File: src/rtl/lsr_pkg.sv
package lsr_pkg;
   localparam int unsigned REG_W   = 32;
   localparam int unsigned FLD_W   = 8;
   localparam int unsigned TXM_LSB = 0;
   localparam int unsigned RXM_LSB = 8;
   localparam int unsigned TXR_LSB = 16;
   localparam int unsigned RXR_LSB = 24;

   // register image, most significant field first
   typedef struct packed {
      logic [FLD_W-1:0] rx_req;
      logic [FLD_W-1:0] tx_req;
      logic [FLD_W-1:0] rx_msk;
      logic [FLD_W-1:0] tx_msk;
   } lsr_reg_t;
endpackage

File: src/rtl/lsr_sync.sv
module lsr_sync #(
   parameter int unsigned WIDTH  = 4,
   parameter int unsigned STAGES = 2
) (
   input  logic             clk,
   input  logic             rst_n,
   input  logic [WIDTH-1:0] din,
   output logic [WIDTH-1:0] dout
);
   logic [WIDTH-1:0] stg [STAGES];

   always_ff @(posedge clk) begin
      if (!rst_n) stg[0] <= '0;
      else        stg[0] <= din;
   end

   for (genvar i = 1; i < STAGES; i++) begin : g_stage
      always_ff @(posedge clk) begin
         if (!rst_n) stg[i] <= '0;
         else        stg[i] <= stg[i-1];
      end
   end

   assign dout = stg[STAGES-1];
endmodule

File: src/rtl/lsr_port_decode.sv
module lsr_port_decode #(
   parameter int unsigned NUM_PORTS = 2,
   parameter int unsigned NUM_BUFS  = 2,
   parameter int unsigned PSEL_W    = 1
) (
   input  logic [NUM_BUFS-1:0]        buf_en,
   input  logic [NUM_BUFS*PSEL_W-1:0] buf_sel,
   output logic [NUM_PORTS-1:0]       port_on
);
   always_comb begin
      port_on = '0;
      for (int p = 0; p < NUM_PORTS; p++) begin
         for (int b = 0; b < NUM_BUFS; b++) begin
            if (buf_en[b] && (buf_sel[b*PSEL_W +: PSEL_W] == PSEL_W'(p)))
               port_on[p] = 1'b1;
         end
      end
   end
endmodule

File: src/rtl/lsr_mask_reg.sv
module lsr_mask_reg #(
   parameter int unsigned NUM_PORTS = 2
) (
   input  logic                 clk,
   input  logic                 rst_n,
   input  logic                 wr,
   input  logic [NUM_PORTS-1:0] tx_wdata,
   input  logic [NUM_PORTS-1:0] rx_wdata,
   output logic [NUM_PORTS-1:0] tx_msk,
   output logic [NUM_PORTS-1:0] rx_msk
);
   always_ff @(posedge clk) begin
      if (!rst_n) begin
         tx_msk <= '0;
         rx_msk <= '0;
      end else if (wr) begin
         tx_msk <= tx_wdata;
         rx_msk <= rx_wdata;
      end
   end
endmodule

File: src/rtl/link_svc_req.sv
module link_svc_req
   import lsr_pkg::*;
#(
   parameter int unsigned NUM_PORTS   = 2,
   parameter int unsigned NUM_BUFS    = 2,
   parameter int unsigned SYNC_STAGES = 2,
   parameter int unsigned PSEL_W      = (NUM_PORTS > 1) ? $clog2(NUM_PORTS) : 1
) (
   input  logic                        clk,
   input  logic                        rst_n,
   input  logic [NUM_PORTS-1:0]        lnk_ack_i,
   input  logic [NUM_PORTS-1:0]        lnk_stb_i,
   input  logic [NUM_BUFS-1:0]         buf_en_i,
   input  logic [NUM_BUFS*PSEL_W-1:0]  buf_sel_i,
   input  logic [NUM_PORTS-1:0]        loopback_i,
   input  logic                        gmask_i,
   input  logic                        reg_wr_i,
   input  logic [REG_W-1:0]            reg_wdata_i,
   output logic [REG_W-1:0]            reg_rdata_o,
   output logic                        svc_irq_o
);
   localparam int unsigned PIN_W = 2 * NUM_PORTS;

   if (NUM_PORTS < 1 || NUM_PORTS > FLD_W) begin : g_bad_ports
      $error("link_svc_req: NUM_PORTS must lie in 1..%0d", FLD_W);
   end
   if (NUM_BUFS < 1) begin : g_bad_bufs
      $error("link_svc_req: NUM_BUFS must be at least 1");
   end
   if (SYNC_STAGES < 2) begin : g_bad_sync
      $error("link_svc_req: SYNC_STAGES must be at least 2");
   end

   logic [NUM_PORTS-1:0] ack_s, stb_s, port_on, tx_msk, rx_msk;
   logic [NUM_PORTS-1:0] idle, tx_req, rx_req;
   logic                 unused_wbits;
   lsr_reg_t             img;

   lsr_sync #(.WIDTH(PIN_W), .STAGES(SYNC_STAGES)) u_sync (
      .clk  (clk),
      .rst_n(rst_n),
      .din  ({lnk_stb_i, lnk_ack_i}),
      .dout ({stb_s, ack_s})
   );

   lsr_port_decode #(.NUM_PORTS(NUM_PORTS), .NUM_BUFS(NUM_BUFS), .PSEL_W(PSEL_W)) u_dec (
      .buf_en (buf_en_i),
      .buf_sel(buf_sel_i),
      .port_on(port_on)
   );

   lsr_mask_reg #(.NUM_PORTS(NUM_PORTS)) u_msk (
      .clk     (clk),
      .rst_n   (rst_n),
      .wr      (reg_wr_i),
      .tx_wdata(reg_wdata_i[TXM_LSB +: NUM_PORTS]),
      .rx_wdata(reg_wdata_i[RXM_LSB +: NUM_PORTS]),
      .tx_msk  (tx_msk),
      .rx_msk  (rx_msk)
   );

   assign unused_wbits = ^reg_wdata_i;

   // a port may request only when no enabled buffer owns it and it is not looped back
   assign idle   = ~port_on & ~loopback_i;
   assign tx_req = ack_s & tx_msk & idle;
   assign rx_req = stb_s & rx_msk & idle;

   always_comb begin
      img = '0;
      img.tx_msk[NUM_PORTS-1:0] = tx_msk;
      img.rx_msk[NUM_PORTS-1:0] = rx_msk;
      img.tx_req[NUM_PORTS-1:0] = tx_req;
      img.rx_req[NUM_PORTS-1:0] = rx_req;
   end

   assign reg_rdata_o = img;
   assign svc_irq_o   = gmask_i & (|{tx_req, rx_req});
endmodule

File: config.mk
export PLATFORM = sky130hd
export DESIGN_NAME = link_svc_req
export DESIGN_NICKNAME = d
export VERILOG_FILES = /design/src/rtl/lsr_pkg.sv /design/src/rtl/lsr_sync.sv /design/src/rtl/lsr_port_decode.sv /design/src/rtl/lsr_mask_reg.sv /design/src/rtl/link_svc_req.sv
export SDC_FILE = /design/constraint.sdc
export NUM_CORES = 1
export LEC_CHECK = 0
export BUFFER_PORTS_ARGS = -buffer_cell sky130_fd_sc_hd__buf_2
export CORE_MARGIN = 1
export CORE_UTILIZATION = 31
export DETAILED_ROUTE_END_ITERATION = 8
export PLACE_DENSITY_LB_ADDON = 0.3
export SYNTH_ARGS = -nofsm -noshare
export SYNTH_HDL_FRONTEND = slang
export SYNTH_SLANG_ARGS = --single-unit
File: constraint.sdc
create_clock -name clk -period 1.05 [get_ports clk]
set_input_delay 0.105 -clock clk [delete_from_list [all_inputs] [get_ports clk]]
set_output_delay 0.105 -clock clk [all_outputs]
set_load 0.02 [all_outputs]
Yosys cells after proc, flatten, opt, wreduce, memory -nomap -nowiden
Memories as Yosys holds them, arrays and structs flattened.
Index checks and enable logic that the tools add are counted.
{"block": "op_classes", "mux": 8, "bitwise": 12, "n_reduce_logical": 5}
{"cell": "bitwise AND 2 bit", "count": 5}
{"cell": "two-way mux 4 bit", "count": 2}
{"cell": "two-way mux 1 bit", "count": 6}
{"cell": "logical AND 1 bit", "count": 4}
{"cell": "inverter 2 bit", "count": 2}
{"cell": "OR reduction 4 bit", "count": 1}
{"cell": "inverter 1 bit", "count": 2}
{"cell": "bitwise OR 1 bit", "count": 2}
{"cell": "bitwise AND 1 bit", "count": 1}
{"block": "word_totals", "register_bits": 4, "mem_bits_rw": 8, "inputBits": 46, "output_inout_bits": 33, "elab_cells": 28, "mem_count": 1}
{"memory": "u_sync.stg", "depth": 2, "word_bits": 4, "rd": 2, "rd_clocked_by_memory_dff": 0, "wr": 2, "line_no": "lsr_sync.sv:10", "text": "logic [WIDTH-1:0] stg [STAGES];"}

Logic depth before layout (Yosys ltp)
{"block": "depth", "depth_word": 9, "ltp_mapped": 3, "depth_no_buf": 3}

Modules after synthesis
From an unflattened synthesis, not the netlist that was laid out.
{"block": "unflattened", "cells_unflattened": 63, "area_unflattened_um2": 634.4}
{"mod": "link_svc_req", "instances": 1, "cells_per_inst": 30, "area_each_um2": 245.2, "seq_area_each_um2": 0.0}
{"mod": "lsr_sync", "instances": 1, "cells_per_inst": 16, "area_each_um2": 210.2, "seq_area_each_um2": 160.2}
{"mod": "lsr_mask_reg", "instances": 1, "cells_per_inst": 13, "area_each_um2": 156.4, "seq_area_each_um2": 80.1}
{"mod": "lsr_port_decode", "instances": 1, "cells_per_inst": 4, "area_each_um2": 22.5, "seq_area_each_um2": 0.0}

Worst setup path before layout
No wires, ideal clock.
{"block": "synth_path", "path_kind": "register to output", "startpoint": "register u_msk.tx_msk[1]", "endpoint": "output port svc_irq_o", "arrival_ps": 979, "required_ps": 945, "setup_slack_ps": -34, "stages_incl_launch_ff": 4, "cell_sequence": "dfxtp_1 > nand2_1 > a211oi_2 > a31o_1"}
{"block": "synth_via", "elab_chain_len": 4}
{"item": "from (decl)", "line_no": "lsr_mask_reg.sv:9", "text": "output logic [NUM_PORTS-1:0] tx_msk,"}
{"item": "from (signal assigned)", "line_no": "lsr_mask_reg.sv:17", "text": "tx_msk <= tx_wdata;"}
{"item": "bitwise AND 2 bit (2 in series)", "line_no": "link_svc_req.sv:66", "text": "assign tx_req = ack_s & tx_msk & idle;"}
{"item": "OR reduction 4 bit", "line_no": "link_svc_req.sv:78", "text": "assign svc_irq_o = gmask_i & (|{tx_req, rx_req});"}
{"item": "bitwise AND 1 bit", "line_no": "link_svc_req.sv:78"}
{"item": "to (decl)", "line_no": "link_svc_req.sv:20", "text": "output logic svc_irq_o"}
Every way passes these cells.

Final worst setup path
Same ends and word-level chain as after synthesis.

==> results.cfg <==
[die]
core_area_mm2 = 0.001821
io_pins = 79
die_y_um = 47.24
row_count = 15
start_util_pct = 34.85
die_width_um = 47.24
die_area_mm2 = 0.002231

[global_routing]
overflow = 0
grt_pass1_vias = 358
track_usage_pct = 8.812
grt_pass1_wl_um = 1324
grt_max_degree = 13
antenna_found_initial = 0

[sta]
slew_violations = 0
max_freq_mhz = 820.0
finalSetupViolCount = 2
rsz0062_at_grt = yes
final_hold_viol_count = 0
finalCritPeriodShare_pct = 116.1
skew_ns = 0.002078
setup_slack_ns = -0.1696
period_minus_slack_ns = 1.220

[cells_and_area]
n_antenna_cell = 0
nets = 146
syn2layout_area_growth_pct = 28.01
ff_latch_area_um2 = 246.5
layout-drive-gt1-share_pct = 43.88
multi_input_area_um2 = 310.3
final.fill_count = 184

[yosys]
syn_avg_cell_area_um2 = 9.194
muxShareOfSynthArea_pct = 6.312
ys_types = 16
synth_top_area_share_pct = 37.87
synthCells = 69
yosys.area.top_type = dfxtp_1
synth_seq_cells = 12
synthSimpleGateAreaFrac_pct = 16.17
netlist_top_cells_area = dfxtp_1 (38%), buf_4 (28%), and2_1 (7.9%)
synth-compound-area-share_pct = 7.692
syn_area_um2 = 634.4
synth-seq-area-share_pct = 37.87
yosys_warnings = 0
synth-adder-area-share_pct = 0
yosys.area_share.xor_xnor_pct = 0
synth_top_family_by_area = buffers and inverters

[setup_path]
crit_family = compound AO/OA/AOI/OAI gates
setup.worst_path.end = svc_irq_o
timing.rr.end = u_msk.rx_msk[1]
start_kind = flip-flop
r2r_start = u_msk.rx_msk[1]
critical_path_arrival_ns = 1.11
path_buf_inv = 1
max_stage_delay_ns = 0.34
ff2ff_path_depth = 3
crit_path_start = u_msk.tx_msk[1]
cp-end-kind = output pin
slowest_stage = dfxtp_2
critPathMaxFanout = 3
cp_cell_sequence = nand2_2 -> a211oi_2 -> a31o_1 -> buf_6
critPathRequiredTime_ns = 0.94
crit_cells = 4
r2r_slack_ns = 0.31
crit_type = flip-flop to output pin

[detailed_routing]
vias = 480
wl_per_cell_um = 7.894
drt_iter0_markers = 2
wl_um = 971
via_per_inst = 3.902
drc = 0
drtAntennaViolNets = 0
drtPass1Iterations = 4

[placed_design]
numPortBuffers = 26
gp_congestion = 0.6172
post-dp-hpwl_um = 831
post-place-ws_ns = -0.06756

[cts]
clock_latency_ns = 0.26
cts.sinks = 12
cts_buffer_depth = 2
cts-root-buf = clkbuf_4
clk_pin_slew_worst_paths_ns = 0.06
h-tree-depth = 1
cts_buffers = 3
cts_tree = done

[power]
p_leak_nw = 0.4362
design_power_total_mw = 0.9489
peakVddDrop_mv = 0.4388
powerDensity_mw_per_mm2 = 1169

[status]
status = complete, but fails checks
violations = negative setup slack

[hold_path]
hp-class = input port to flip-flop

[run]
maxCapViolations = 0
[report_power, final]
group	total (mW)	switching [mW]	internal [mW]
Sequential	0.493	0.0123	0.481
Clock	0.255	0.123	0.132
Combinational	0.201	0.131	0.0696
[final cells by class]
class | instances | share of cell area [%]
sequential | 12 | 30.35
timing repair buffer | 29 | 23.42
clock buffer | 3 | 2.773
multi-input combinational | 51 | 38.21
tap | 25 | 3.852
inverter | 3 | 1.387
[state kept, by name, indices dropped and copies added, names as in the netlist]
name          count
u_msk.rx_msk      2
u_sync.stg        8
u_msk.tx_msk      2
[placed cells by master (no fill, tap or decap), types with 3 or more instances in the layout]
cell,count
buf_6,6
buf_4,3
mux2i_1,4
and2_1,8
nor2b_1,4
dfxtp_2,5
dfxtp_1,7
inv_1,3
buf_2,20
conb_1,24
clkbuf_4,3
[worst min-delay path by stage]
stage,start,end,slack [ns],depth (start not counted)
2_1_floorplan,lnk_ack_i[1],u_sync.stg[0][1],0.23,1
3_3_place_gp,lnk_ack_i[1],u_sync.stg[0][1],0.31,2
3_5_place_dp,lnk_ack_i[1],u_sync.stg[0][1],0.31,2
4_1_cts,lnk_ack_i[1],u_sync.stg[0][1],0.04,2
5_1_grt,lnk_ack_i[0],u_sync.stg[0][0],0.04,2
6_report,lnk_ack_i[1],u_sync.stg[0][1],0.05,2
[synthesized netlist by cell type, drive strengths merged]
master and number:
nor2 2, and3 2, a22o 1, nand2 2, conb 1, a221o 1
mux2i 4, nor2b 4, inv 3, and2 8, buf 24, a31o 1
a211oi 1, dfxtp 12, a221oi 1, clkbuf 2
[through the flow]
stage               TNS [ns]  std cells  hold slack, ns  util [%]  area, um^2
finish               -0.1751        123         0.04750     44.60       812.0
detailed placement   -0.2305        119          0.3146     39.04       710.7
global placement     -0.1966        119          0.3095     39.04       710.7
CTS                  -0.2174        123         0.03798     43.23       787.0
floorplan                  0         92          0.2267         -       721.9
global route         -0.3364        123         0.03543     44.60       812.0
[cell families (layout without fill, tap and decap cells)]
group	count (synthesis)	count (layout)
buf+inv	29	35
simple gates	18	18
flops	12	12
compound gates	5	5
mux	4	4
other cells	1	24
[worst reg2reg max path: cells and delay by family, from the launching register on]
family | cells | cell delay [ns]
flip-flops | 1 | 0.34
buffers and inverters | 1 | 0.13
multiplexers | 1 | 0.12
AND/OR/NAND/NOR | 1 | 0.06
[layer usage]
layer  track usage (%)  part of all wire [%]  up-vias
met5                 0                     0        -
met4             5.143                     0        0
met3             3.846                    11        0
met2             15.89                    55       36
met1             8.121                    34      213
li1                  -                     -      231
[repair_timing]
item	4_1_cts	5_1_grt
gates resized for setup	15	7
endpoints found under the setup margin	5	5
pin swaps	3	3
hold buffers	0	0
endpoints found under the hold margin	0	0
setup buffers	1	0
Note: power is estimated with default switching activity, not from simulation.
